==> config.mk <==
export PLATFORM = sky130hd
export DESIGN_NAME = alu_flagged
export DESIGN_NICKNAME = d
export VERILOG_FILES = /design/src/rtl/alu_pkg.sv /design/src/rtl/alu_addsub.sv /design/src/rtl/alu_bcd.sv /design/src/rtl/alu_shift.sv /design/src/rtl/alu_flagged.sv
export SDC_FILE = /design/constraint.sdc
export NUM_CORES = 1
export LEC_CHECK = 0
export BUFFER_PORTS_ARGS = -buffer_cell sky130_fd_sc_hd__buf_4
export CORE_MARGIN = 2
export CORE_UTILIZATION = 42
export DETAILED_ROUTE_END_ITERATION = 7
export PLACE_DENSITY = 0.59
export SLEW_MARGIN = 40
export SYNTH_ARGS = -nofsm -noshare
export SYNTH_HDL_FRONTEND = slang
export SYNTH_SLANG_ARGS = --single-unit
export TNS_END_PERCENT = 100
==> constraint.sdc <==
create_clock -name vclk -period 17.07
set_input_delay 1.707 -clock vclk [all_inputs]
set_output_delay 1.707 -clock vclk [all_outputs]
set_load 0.03 [all_outputs]
==> src/rtl/alu_pkg.sv <==
package alu_pkg;
  localparam int unsigned ALU_W  = 16;
  localparam int unsigned BYTE_W = ALU_W / 2;

  typedef logic [ALU_W-1:0] word_t;

  typedef enum logic [3:0] {
    OP_ADD  = 4'd0,
    OP_ADDC = 4'd1,
    OP_SUB  = 4'd2,
    OP_SUBC = 4'd3,
    OP_CMP  = 4'd4,
    OP_DADD = 4'd5,
    OP_AND  = 4'd6,
    OP_BIT  = 4'd7,
    OP_BIC  = 4'd8,
    OP_BIS  = 4'd9,
    OP_XOR  = 4'd10,
    OP_RRA  = 4'd11,
    OP_RRC  = 4'd12,
    OP_SWAP = 4'd13,
    OP_SEXT = 4'd14,
    OP_NONE = 4'd15
  } alu_op_e;

  // Clip a word to the active width: the upper byte is zero in byte mode.
  function automatic word_t fit(word_t x, logic bmode);
    return bmode ? {{(ALU_W-BYTE_W){1'b0}}, x[BYTE_W-1:0]} : x;
  endfunction

  // Sign bit of the active width.
  function automatic logic msb_of(word_t x, logic bmode);
    return bmode ? x[BYTE_W-1] : x[ALU_W-1];
  endfunction

  // Zero test over the active width.
  function automatic logic is_zero(word_t x, logic bmode);
    return bmode ? (x[BYTE_W-1:0] == '0) : (x == '0);
  endfunction

  // The byte-swap and sign-extend operations ignore the byte select.
  function automatic logic word_only(alu_op_e op);
    return (op == OP_SWAP) || (op == OP_SEXT);
  endfunction
endpackage

==> src/rtl/alu_addsub.sv <==
module alu_addsub #(
  parameter int unsigned DW = 16
) (
  input  logic [DW-1:0] a_i,
  input  logic [DW-1:0] b_i,
  input  logic          inv_b_i,
  input  logic          cin_i,
  input  logic          bmode_i,
  output logic [DW-1:0] sum_o,
  output logic          cout_o,
  output logic          ovf_o
);
  localparam int unsigned HW = DW / 2;

  logic [DW-1:0] b_eff;
  logic [DW:0]   full_sum;
  logic [HW:0]   half_sum;
  logic          a_top, b_top, s_top;

  assign b_eff    = inv_b_i ? ~b_i : b_i;
  assign full_sum = {1'b0, a_i} + {1'b0, b_eff} + {{DW{1'b0}}, cin_i};
  assign half_sum = {1'b0, a_i[HW-1:0]} + {1'b0, b_eff[HW-1:0]} + {{HW{1'b0}}, cin_i};

  assign sum_o  = bmode_i ? {{(DW-HW){1'b0}}, half_sum[HW-1:0]} : full_sum[DW-1:0];
  assign cout_o = bmode_i ? half_sum[HW] : full_sum[DW];

  assign a_top = bmode_i ? a_i[HW-1]   : a_i[DW-1];
  assign b_top = bmode_i ? b_eff[HW-1] : b_eff[DW-1];
  assign s_top = bmode_i ? half_sum[HW-1] : full_sum[DW-1];

  // Overflow: both addends share a sign that the sum does not.
  assign ovf_o = (a_top == b_top) && (s_top != a_top);
endmodule

==> src/rtl/alu_bcd.sv <==
module alu_bcd #(
  parameter int unsigned DW = 16
) (
  input  logic [DW-1:0] a_i,
  input  logic [DW-1:0] b_i,
  input  logic          cin_i,
  input  logic          bmode_i,
  output logic [DW-1:0] sum_o,
  output logic          cout_o
);
  localparam int unsigned ND = DW / 4;
  localparam int unsigned NB = ND / 2;
  localparam int unsigned HW = DW / 2;

  logic [ND:0]   dig_cy;
  logic [DW-1:0] dig_sum;

  assign dig_cy[0] = cin_i;

  for (genvar d = 0; d < ND; d++) begin : g_digit
    logic [4:0] raw;
    logic       adj;
    assign raw = {1'b0, a_i[4*d +: 4]} + {1'b0, b_i[4*d +: 4]} + {4'b0000, dig_cy[d]};
    assign adj = (raw > 5'd9);
    assign dig_sum[4*d +: 4] = adj ? (raw[3:0] + 4'd6) : raw[3:0];
    assign dig_cy[d+1] = adj;
  end

  assign sum_o  = bmode_i ? {{(DW-HW){1'b0}}, dig_sum[HW-1:0]} : dig_sum;
  assign cout_o = bmode_i ? dig_cy[NB] : dig_cy[ND];
endmodule

==> src/rtl/alu_shift.sv <==
module alu_shift #(
  parameter int unsigned DW = 16
) (
  input  logic [DW-1:0] x_i,
  input  logic          cin_i,
  input  logic          bmode_i,
  output logic [DW-1:0] rra_o,
  output logic [DW-1:0] rrc_o,
  output logic [DW-1:0] swap_o,
  output logic [DW-1:0] sext_o,
  output logic          lsb_o
);
  localparam int unsigned HW = DW / 2;

  logic [HW-1:0] lo;
  logic [DW-1:0] word_rra, word_rrc;
  logic [HW-1:0] byte_rra, byte_rrc;

  assign lo       = x_i[HW-1:0];
  assign word_rra = {x_i[DW-1], x_i[DW-1:1]};
  assign word_rrc = {cin_i, x_i[DW-1:1]};
  assign byte_rra = {lo[HW-1], lo[HW-1:1]};
  assign byte_rrc = {cin_i, lo[HW-1:1]};

  assign rra_o  = bmode_i ? {{(DW-HW){1'b0}}, byte_rra} : word_rra;
  assign rrc_o  = bmode_i ? {{(DW-HW){1'b0}}, byte_rrc} : word_rrc;
  assign swap_o = {lo, x_i[DW-1:HW]};
  assign sext_o = {{(DW-HW){lo[HW-1]}}, lo};
  assign lsb_o  = x_i[0];
endmodule

==> src/rtl/alu_flagged.sv <==
module alu_flagged
  import alu_pkg::*;
(
  input  logic [15:0] src_i,
  input  logic [15:0] dst_i,
  input  logic        carry_i,
  input  logic        byte_i,
  input  logic [3:0]  op_i,
  output logic [15:0] res_o,
  output logic        res_we_o,
  output logic        v_o,
  output logic        n_o,
  output logic        z_o,
  output logic        c_o,
  output logic        v_we_o,
  output logic        n_we_o,
  output logic        z_we_o,
  output logic        c_we_o
);
  alu_op_e op;
  logic    eff_byte;

  assign op       = alu_op_e'(op_i);
  assign eff_byte = byte_i && !word_only(op);

  // Adder control: subtract forms invert the source.
  logic  add_inv, add_cin;
  word_t add_sum;
  logic  add_cout, add_ovf;

  always_comb begin
    add_inv = 1'b0;
    add_cin = 1'b0;
    unique case (op)
      OP_ADDC:        add_cin = carry_i;
      OP_SUB, OP_CMP: begin add_inv = 1'b1; add_cin = 1'b1; end
      OP_SUBC:        begin add_inv = 1'b1; add_cin = carry_i; end
      default: ;
    endcase
  end

  alu_addsub #(.DW(ALU_W)) i_addsub (
    .a_i     (dst_i),
    .b_i     (src_i),
    .inv_b_i (add_inv),
    .cin_i   (add_cin),
    .bmode_i (eff_byte),
    .sum_o   (add_sum),
    .cout_o  (add_cout),
    .ovf_o   (add_ovf)
  );

  word_t bcd_sum;
  logic  bcd_cout;

  alu_bcd #(.DW(ALU_W)) i_bcd (
    .a_i     (dst_i),
    .b_i     (src_i),
    .cin_i   (carry_i),
    .bmode_i (eff_byte),
    .sum_o   (bcd_sum),
    .cout_o  (bcd_cout)
  );

  word_t sh_rra, sh_rrc, sh_swap, sh_sext;
  logic  sh_lsb;

  alu_shift #(.DW(ALU_W)) i_shift (
    .x_i     (dst_i),
    .cin_i   (carry_i),
    .bmode_i (eff_byte),
    .rra_o   (sh_rra),
    .rrc_o   (sh_rrc),
    .swap_o  (sh_swap),
    .sext_o  (sh_sext),
    .lsb_o   (sh_lsb)
  );

  word_t and_res, bic_res, bis_res, xor_res;
  logic  both_neg;

  assign and_res  = fit(src_i & dst_i, eff_byte);
  assign bic_res  = fit(~src_i & dst_i, eff_byte);
  assign bis_res  = fit(src_i | dst_i, eff_byte);
  assign xor_res  = fit(src_i ^ dst_i, eff_byte);
  assign both_neg = msb_of(src_i, eff_byte) && msb_of(dst_i, eff_byte);

  // Result selection and write enable.
  word_t res_w;
  logic  we_w;

  always_comb begin
    res_w = '0;
    we_w  = 1'b1;
    unique case (op)
      OP_ADD, OP_ADDC, OP_SUB, OP_SUBC: res_w = add_sum;
      OP_CMP:  begin res_w = add_sum; we_w = 1'b0; end
      OP_DADD: res_w = bcd_sum;
      OP_AND:  res_w = and_res;
      OP_BIT:  begin res_w = and_res; we_w = 1'b0; end
      OP_BIC:  res_w = bic_res;
      OP_BIS:  res_w = bis_res;
      OP_XOR:  res_w = xor_res;
      OP_RRA:  res_w = sh_rra;
      OP_RRC:  res_w = sh_rrc;
      OP_SWAP: res_w = sh_swap;
      OP_SEXT: res_w = sh_sext;
      default: we_w = 1'b0;
    endcase
  end

  // Flags derived from the selected result.
  logic res_neg, res_zero;
  assign res_neg  = msb_of(res_w, eff_byte);
  assign res_zero = is_zero(res_w, eff_byte);

  logic v_w, c_w, flags_upd;

  always_comb begin
    v_w       = 1'b0;
    c_w       = 1'b0;
    flags_upd = 1'b1;
    unique case (op)
      OP_ADD, OP_ADDC, OP_SUB, OP_SUBC, OP_CMP: begin
        v_w = add_ovf;
        c_w = add_cout;
      end
      OP_DADD:        c_w = bcd_cout;
      OP_AND, OP_BIT: c_w = !res_zero;
      OP_XOR: begin
        v_w = both_neg;
        c_w = !res_zero;
      end
      OP_RRA, OP_RRC: c_w = sh_lsb;
      OP_SEXT:        c_w = !res_zero;
      default:        flags_upd = 1'b0;
    endcase
  end

  assign res_o    = res_w;
  assign res_we_o = we_w;
  assign v_o      = flags_upd & v_w;
  assign n_o      = flags_upd & res_neg;
  assign z_o      = flags_upd & res_zero;
  assign c_o      = flags_upd & c_w;
  assign v_we_o   = flags_upd;
  assign n_we_o   = flags_upd;
  assign z_we_o   = flags_upd;
  assign c_we_o   = flags_upd;
endmodule

== After elaboration in Yosys (flattened, before gate mapping) ==
Cells that the tools add are included.
Storage, ports and cells
  word-level logic and storage cells: 91
  output and inout bits: 25
  bits in registers: 0
  bits of input ports: 38
Cells by class
  equal/unequal tests: 16
  bitwise operators: 9
  add/sub/neg operators: 16
  magnitude comparators: 4
  multiplexer cells: 28
  reduce and logical (&&, ||, !) cells: 18
Operators with widths (number)
  case mux 16 bit (10 select lines): 1
  2-to-1 mux 16 bit: 9
  bitwise AND 16 bit: 2
  == test 4 bit, second input constant: 7
  adder 4 x 4 -> 5 bit: 4
  adder 5 x 1 -> 5 bit: 4
  > comparator 5 x 4 -> 1 bit, second input constant: 4
  adder 16 x 16 -> 17 bit: 1
  adder 17 x 1 -> 17 bit: 1
  adder 4 x 3 -> 4 bit, second input constant: 4
  == test 4 x 3 -> 1 bit, second input constant: 4
  logical NOT 16 bit: 1
  2-to-1 mux 4 bit: 4
  inverter 16 bit: 1
  OR 16 bit: 1
  XOR 16 bit: 1
  OR reduction 13 bit: 1
  OR reduction 12 bit: 1
  2-to-1 mux 1 bit: 11
  adder 8 x 8 -> 9 bit: 1
  adder 9 x 1 -> 9 bit: 1
  == test 4 x 2 -> 1 bit, second input constant: 2
  logical NOT 8 bit: 1
  OR reduction 2 bit: 4
  13 further kinds: 20

== Longest topological paths before layout ==
Gate-level depths: netlist of run 1.
  depth in word-level cells: 17
  gate-level depth with buffers: 32
  mapped depth without buffers: 32

== Hierarchy ==
Synthesis of run 1 repeated with hierarchy kept, for this count alone.
Second synthesis, totals
  cell total of the unflattened synthesis: 671
  area total of the unflattened synthesis: 5048.6 sq um
By module, submodules not included
  alu_flagged: times used 1, sequential area each 0.0 sq um, area each 2522.4 sq um, cells an instance 347
  alu_addsub: times used 1, sequential area each 0.0 sq um, area each 1029.7 sq um, cells an instance 141
  alu_bcd: times used 1, sequential area each 0.0 sq um, area each 972.2 sq um, cells an instance 117
  alu_shift: times used 1, sequential area each 0.0 sq um, area each 524.3 sq um, cells an instance 66

== Least setup slack after synthesis of run 1 ==
No wires, ideal clock.
  kind: input to output
  from: input port src_i[0]
  to: output port c_o
  path slack: 6.136 ns
  cell stages on the path: 31
  arrival time: 9.227 ns
  path buffers: 0
  path through: fa_1 fa_1 xnor2_1 and2_1 inv_1 a21boi_0 fa_1 inv_1 fa_1 xnor2_1 ha_1 a22oi_1 a21oi_1 fa_1 inv_1 fa_1 xnor2_1 and2_1 o31a_1 fa_1 inv_1 fa_1 xor2_1 inv_1 ha_1 a211oi_1 o21ai_0 a2111oi_0 a2111o_1 a2111oi_0 a21oi_1
On the way
  word-level cells in the longest chain between the ends: 17
  elaborated cells on any way between the ends: 42
  those cells by class: 13 x add/sub; 4 x order compare; 16 x mux; 6 x bitwise; 3 x reduce/logical
Ends and longest elaborated chain
  start, declared: line alu_flagged.sv:4  | input logic [15:0] src_i,
  adder 4 x 4 -> 5 bit: line alu_bcd.sv:23  | assign raw = {1'b0, a_i[4*d +: 4]} + {1'b0, b_i[4*d +: 4]} + {4'b0000, dig_cy[d]};
  adder 5 x 1 -> 5 bit: line alu_bcd.sv:23
  > comparator 5 x 4 -> 1 bit: line alu_bcd.sv:24  | assign adj = (raw > 5'd9);
  adder 5 x 1 -> 5 bit: line alu_bcd.sv:23
  > comparator 5 x 4 -> 1 bit: line alu_bcd.sv:24
  adder 5 x 1 -> 5 bit: line alu_bcd.sv:23
  > comparator 5 x 4 -> 1 bit: line alu_bcd.sv:24
  adder 5 x 1 -> 5 bit: line alu_bcd.sv:23
  [... 2 more ...]
  2-to-1 mux 16 bit: line alu_bcd.sv:29  | assign sum_o = bmode_i ? {{(DW-HW){1'b0}}, dig_sum[HW-1:0]} : dig_sum;
  case mux 16 bit (10 select lines) (*): line alu_flagged.sv:95  | unique case (op)
  via res_o[14]: line alu_flagged.sv:9  | output logic [15:0] res_o,
  logical NOT 16 bit (*): line alu_pkg.sv:38  | return bmode ? (x[BYTE_W-1:0] == '0) : (x == '0);
  2-to-1 mux 1 bit (*): line alu_pkg.sv:38
  logical NOT 1 bit (*): line alu_flagged.sv:129, alu_flagged.sv:132, alu_flagged.sv:135
  case mux 1 bit (4 select lines) (*): line alu_flagged.sv:123  | unique case (op)
  bitwise AND 1 bit (*): line alu_flagged.sv:145  | assign c_o = flags_upd & c_w;
  end, declared: line alu_flagged.sv:14  | output logic c_o,
Mark *: on every way through the listed nets, which the timed path passes. The rest lies on a longest branch.

== Worst setup path after layout of run 1 ==
  from: input port src_i[0]
  to: output port c_o
On the way
  word-level cells in the longest chain between the ends: 17
  elaborated cells on any way between the ends: 42
  those cells by class: 13 x add/sub; 4 x order compare; 16 x mux; 6 x bitwise; 3 x reduce/logical
Ends and longest elaborated chain
  adder 4 x 4 -> 5 bit: line alu_bcd.sv:23
  adder 5 x 1 -> 5 bit: line alu_bcd.sv:23
  > comparator 5 x 4 -> 1 bit: line alu_bcd.sv:24
  adder 5 x 1 -> 5 bit: line alu_bcd.sv:23
  > comparator 5 x 4 -> 1 bit: line alu_bcd.sv:24
  adder 5 x 1 -> 5 bit: line alu_bcd.sv:23
  > comparator 5 x 4 -> 1 bit: line alu_bcd.sv:24
  adder 5 x 1 -> 5 bit: line alu_bcd.sv:23
  adder 4 x 3 -> 4 bit or > comparator 5 x 4 -> 1 bit (tied branches): line alu_bcd.sv:25, alu_bcd.sv:24
  2-to-1 mux 4 bit: line alu_bcd.sv:25  | assign dig_sum[4*d +: 4] = adj ? (raw[3:0] + 4'd6) : raw[3:0];
  2-to-1 mux 16 bit: line alu_bcd.sv:29
  case mux 16 bit (10 select lines): line alu_flagged.sv:95
  logical NOT 16 bit: line alu_pkg.sv:38
  2-to-1 mux 1 bit: line alu_pkg.sv:38
  logical NOT 1 bit: line alu_flagged.sv:129, alu_flagged.sv:132, alu_flagged.sv:135
  case mux 1 bit (4 select lines) (*): line alu_flagged.sv:123
  bitwise AND 1 bit (*): line alu_flagged.sv:145
Every way passes the cells marked *; elsewhere a longest branch is shown, timed or not.

==> metrics.txt, run 1 <==
run status=finished, final reports clean; via count normalized by instance count=approximately 6.4; cell with the largest stage delay on the worst path=sky130_fd_sc_hd__a211oi_1; ports placed on the boundary=between 60 and 70; GRT Residual Overflow=0; path class of the lowest-slack min-delay path=primary input to primary output; leakage power=between 0.002 and 0.0025 uW; initial antenna violation count=0; proportion of layout cells with a drive suffix above 1=~14%; Final setup viols=0; final estimated routing congestion in global placement=about 1; number of DRC violations after detailed routing=0; number of flip-flops and latches=0; total count of hold-check failures in the final report=0; Routed WL=roughly 16000 um; number of clock buffer instances in the layout=0; floorplan row count=36; number of distinct library cells after synthesis=74; Filler Cell Count=slightly above 1000; VDD IR max=0.0000207 V; remaining number of nets flagged by the antenna check after routing=0; total number of yosys warnings=0; pre-CTS worst setup slack=around 5200 ps; core region area=9770 sq um; met2 layer usage reported by global route=46.9%; # nets final=around 740; Slew HR=a little over two fifths; data arrival time of the critical path=~10000 ps; fmax=approximately 0.083 GHz; WHS Endpoint=res_o[4]; setup repair after global routing missed its margin=false; Initial Util=43.4%; max capacitance violation total=0; Setup CP Type=primary input to primary output; Largest stage delay, worst path=just under 500 ps; pin count of the biggest net entering global routing=47; cell occurring most often along the worst timing path=sky130_fd_sc_hd__fa_1; area of combinational cells with multiple inputs=3910 sq um; crit path time final=around 12000 ps; commonest non-fill, non-tap cells in the layout=sky130_fd_sc_hd__ha_1 (67), sky130_fd_sc_hd__buf_4 (67), sky130_fd_sc_hd__inv_1 (53); number of max-slew violations in the final report=0; Global Route Usage Sum=28.3%; DIE WIDTH=roughly 100 um; final setup margin=roughly 5000 ps; Netlist Area Pre-Place=4240 sq um; Port Buffer Count=63; area of the die=around 11000 sq um; number of global-route vias before repair=between 4000 and 5000; post-detail-place hpwl=12200 um; fraction of the cycle the final worst path needs=a little over two thirds; wire length of the first global-routing pass=roughly 25000 um; number of design-rule violations left by the first detailed-router iteration=about 390; GR peak layer=met2; Post-Synthesis Cells=about 600; storage element area=0 sq um; Hold Startpoint=dst_i[5]; number of cells traversed by the worst hold path=4; vias post-DR=4819; critical path capture point type=primary output; Seq/Total Area, Yosys=0%; sort of element at the start of the critical path=primary input; WP data required=~15000 ps; pwr/cell area=approximately 47 nW/um^2; syn nets=a little over 700; measured slew at the worst slew-check pin=between 800 and 900 ps; Area Overhead vs Synth=12.6%; Total Neg Setup Slack=0 ps; post-CTS setup buffer count=0; quantity of hold-fixing buffers added after cts=0; Avg Synthesized Cell Area=just over 7 sq um; 1st-pass router iterations=5; height of the die=approximately 100 um; total inserted antenna cells=0; post-cts gate resize count=0; GR met1 Demand/Resource=39.1%; routed wirelength normalized by instance count=approximately 21 um; global routing usage on met3=under 10%; Max Fanout on Critical Path=6
[logic make-up after synthesis]
kind of cell    after synthesis  synth area share (%)
fa+ha+maj                    77                  24.5
mux                          16                  3.95
simple gates                183                  23.6
compound gates              196                  33.2
xor+xnor                     32                  6.61
buf+inv                      87                  8.20
[Yosys cell counts, types with 9 or more instances]
master,n,area (sq um)
sky130_fd_sc_hd__ha_1,67,838
sky130_fd_sc_hd__and3_1,9,56.3
sky130_fd_sc_hd__o21ai_0,23,115
sky130_fd_sc_hd__inv_1,53,199
sky130_fd_sc_hd__nor2b_1,11,68.8
sky130_fd_sc_hd__nand3_1,17,85.1
sky130_fd_sc_hd__nor2_1,37,139
sky130_fd_sc_hd__a21oi_1,39,195
sky130_fd_sc_hd__nand3b_1,10,75.1
sky130_fd_sc_hd__o211ai_1,13,97.6
sky130_fd_sc_hd__nand2b_1,10,62.6
sky130_fd_sc_hd__a21o_1,9,67.6
sky130_fd_sc_hd__fa_1,10,200
sky130_fd_sc_hd__xnor2_1,25,219
sky130_fd_sc_hd__mux2i_1,10,100
sky130_fd_sc_hd__clkbuf_1,17,63.8
sky130_fd_sc_hd__a22oi_1,10,75.1
sky130_fd_sc_hd__nand2_1,41,154
sky130_fd_sc_hd__a211oi_1,10,75.1
[critical path: cells and delay by family]
family	cells	cell delay, ps
AO/OA/AOI/OAI	10	2920
buffers and inverters	7	710
XOR/XNOR	4	1040
AND/OR/NAND/NOR	2	400
adder cells (fa/ha/maj)	10	3560
[layer usage]
metal  vias to the layer above  wire length (um)
met3                        38               881
met2                       201              7290
met4                         0               581
li1                       2282                 -
met5                         -                 0
met1                      2298              7150
[final cells by class]
type                            instances  share of cell area [%]
Multi-Input combinational cell        504                    81.8
Tap cell                              133                    3.48
Timing Repair Buffer                   67                    10.5
Inverter                               53                    4.16
[power by group]
group / switching, uW / total, uW / leakage, uW / internal [uW]
clock: 0 / 0 / 0 / 0
sequential: 0 / 0 / 0 / 0
combinational: 137 / 224 / 0.00215 / 86.5
total: 137 / 224 / 0.00215 / 86.5
[worst max-delay path by stage]
stage	endpoint	slack [ps]	start
floorplan	c_o	6140	src_i[0]
global placement	c_o	5390	src_i[0]
detailed placement	c_o	5210	src_i[0]
CTS	c_o	5200	src_i[0]
global route	c_o	4510	src_i[0]
finish	c_o	5000	src_i[0]
[through the flow]
step / hold WS [ps] / utilization [%] / total power (uW) / cells / instance area [sq um]
floorplan: 3750 / - / 154 / 591 / 4240
global placement: 3950 / 48.8 / 219 / 757 / 4770
detailed placement: 3960 / 48.8 / 219 / 757 / 4770
CTS: 3960 / 48.8 / 220 / 757 / 4770
global route: 3980 / 48.9 / 243 / 757 / 4780
finish: 3950 / 48.9 / 224 / 757 / 4780
No activity file was read; power rests on OpenSTA's default activity.
==> run 2, diff against run 1 <==
clock period = 11.9 ns   (was 17.07 ns; I/O delays follow)
==> run 2 against run 1 <==
Compared with the run above: die area stayed put; flip-flop and latch count unchanged; critical path depth stayed put; count of clock-buffer cells in the layout unchanged; critical endpoint is now z_o; cell count is the same; power up 44%; first-iteration DRC count grew 29%; wire length up 1.0%; global-route usage grew 0.15 points; critical path type unchanged.
==> metrics.txt, run 2 (same netlist as run 1, synthesis figures left out) <==
total inserted antenna cells=0; Filler Cell Count=1021; setup repair after global routing missed its margin=false; DIE WIDTH=between 100 and 150 um; Area Overhead vs Synth=12.6%; ports placed on the boundary=63; wire length of the first global-routing pass=25100 um; Setup CP Type=primary input to primary output; Largest stage delay, worst path=480 ps; final setup margin=1070 ps; critical path capture point type=primary output; commonest non-fill, non-tap cells in the layout=sky130_fd_sc_hd__ha_1 (67), sky130_fd_sc_hd__buf_4 (67), sky130_fd_sc_hd__inv_1 (53); placed cell areas=between 4000 and 5000 sq um; internal power consumption=~120 uW; proportion of layout cells with a drive suffix above 1=between 10% and 20%; storage element area=0 sq um; area of combinational cells with multiple inputs=about 3900 sq um; pre-CTS worst setup slack=1110 ps; post-cts gate resize count=0; Slew HR=between 40% and 50%; Initial Util=a little over two fifths; WP data required=about 11000 ps; routed wirelength normalized by instance count=about 21 um; path class of the lowest-slack min-delay path=primary input to primary output; Max Fanout on Critical Path=6; number of cells traversed by the worst hold path=4; via count normalized by instance count=around 6.4; number of max-slew violations in the final report=0; run status=finished, final reports clean; number of clock buffer instances in the layout=0; core region area=around 10000 sq um; number of flip-flops and latches=0; sort of element at the start of the critical path=primary input; crit path time final=around 11000 ps; measured slew at the worst slew-check pin=843 ps; GRT Residual Overflow=0; pin count of the biggest net entering global routing=between 40 and 50; # nets final=between 700 and 800; part of the power in registers=0%; number of design-rule violations left by the first detailed-router iteration=500; final instance area=between 4000 and 5000 sq um; fraction of the cycle the final worst path needs=approximately 90%; Routed WL=about 16000 um; Global Route Usage Sum=between 20 and 30%; 1st-pass router iterations=7; final estimated routing congestion in global placement=0.976; fmax=a little over 0.09 GHz; Port Buffer Count=63; area of the die=roughly 11000 sq um; post-detail-place hpwl=12200 um; net switching share of the total power=between 60% and 70%; initial antenna violation count=0; vias post-DR=a little under 5000; max capacitance violation total=0; VDD IR max=between 0.00003 and 0.00004 V; Total Neg Setup Slack=0 ps; leakage power=0.00215 uW; number of global-route vias before repair=approximately 4600; data arrival time of the critical path=between 9000 and 10000 ps; quantity of hold-fixing buffers added after cts=0; combinational power share=100.0%; cell with the largest stage delay on the worst path=sky130_fd_sc_hd__fa_1; worst setup path startpoint=src_i[0]; floorplan row count=36; Hold Startpoint=dst_i[5]; Sw Pwr=between 150 and 200 uW; Final setup viols=0; pwr/cell area=between 60 and 70 nW/um^2; total count of hold-check failures in the final report=0; number of DRC violations after detailed routing=0; cell occurring most often along the worst timing path=sky130_fd_sc_hd__fa_1; power share of the clock group=0%; remaining number of nets flagged by the antenna check after routing=0; post-CTS setup buffer count=0; height of the die=approximately 100 um
==> run 2: cell counts in the layout (fill, tap and decap cells not counted) <==
Identical to the previous run, type by type.
==> run 2: final timing paths <==
path                   end  slack, ps
setup / recovery       z_o       1070
hold / removal    res_o[4]       2930
==> run 2: through the flow <==
stage               power, uW  hold slack (ps)  util (%)  cells
floorplan                 221             2710         -    591
global placement          314             2910      48.8    757
detailed placement        315             2920      48.8    757
CTS                       316             2920      48.8    757
global route              350             2950      48.9    757
finish                    322             2930      48.9    757
==> run 2: worst max-delay path, delay by kind of cell <==
| family | cells | cell delay (ps) |
|---|---|---|
| adders and majority gates | 10 | 3530 |
| xor gates and xnor gates | 4 | 1040 |
| buffers and inverters | 7 | 690 |
| and+or+nand+nor | 3 | 630 |
| AOI/OAI and AO/OA | 9 | 2560 |
==> run 2: metal layers <==
metal	up-vias	wire length [um]	global-route usage [%]
met1	2286	7040	39.3
met5	-	0	0
met2	214	7480	48.5
met4	0	503	6.95
met3	31	1050	1.44
li1	2284	-	-
==> run 2: power by group through the flow <==
| stage | Clock [uW] | Sequential [uW] | Combinational [uW] |
|---|---|---|---|
| 2_1_floorplan | 0 | 0 | 221 |
| 3_3_place_gp | 0 | 0 | 314 |
| 3_5_place_dp | 0 | 0 | 315 |
| 4_1_cts | 0 | 0 | 316 |
| 5_1_grt | 0 | 0 | 350 |
| 6_report | 0 | 0 | 322 |
==> run 2: area by class of cell <==
cell class         instances  area share (%)
multi-input cells        504            81.8
inverters                 53            4.16
repair buffers            67            10.5
well taps                133            3.48
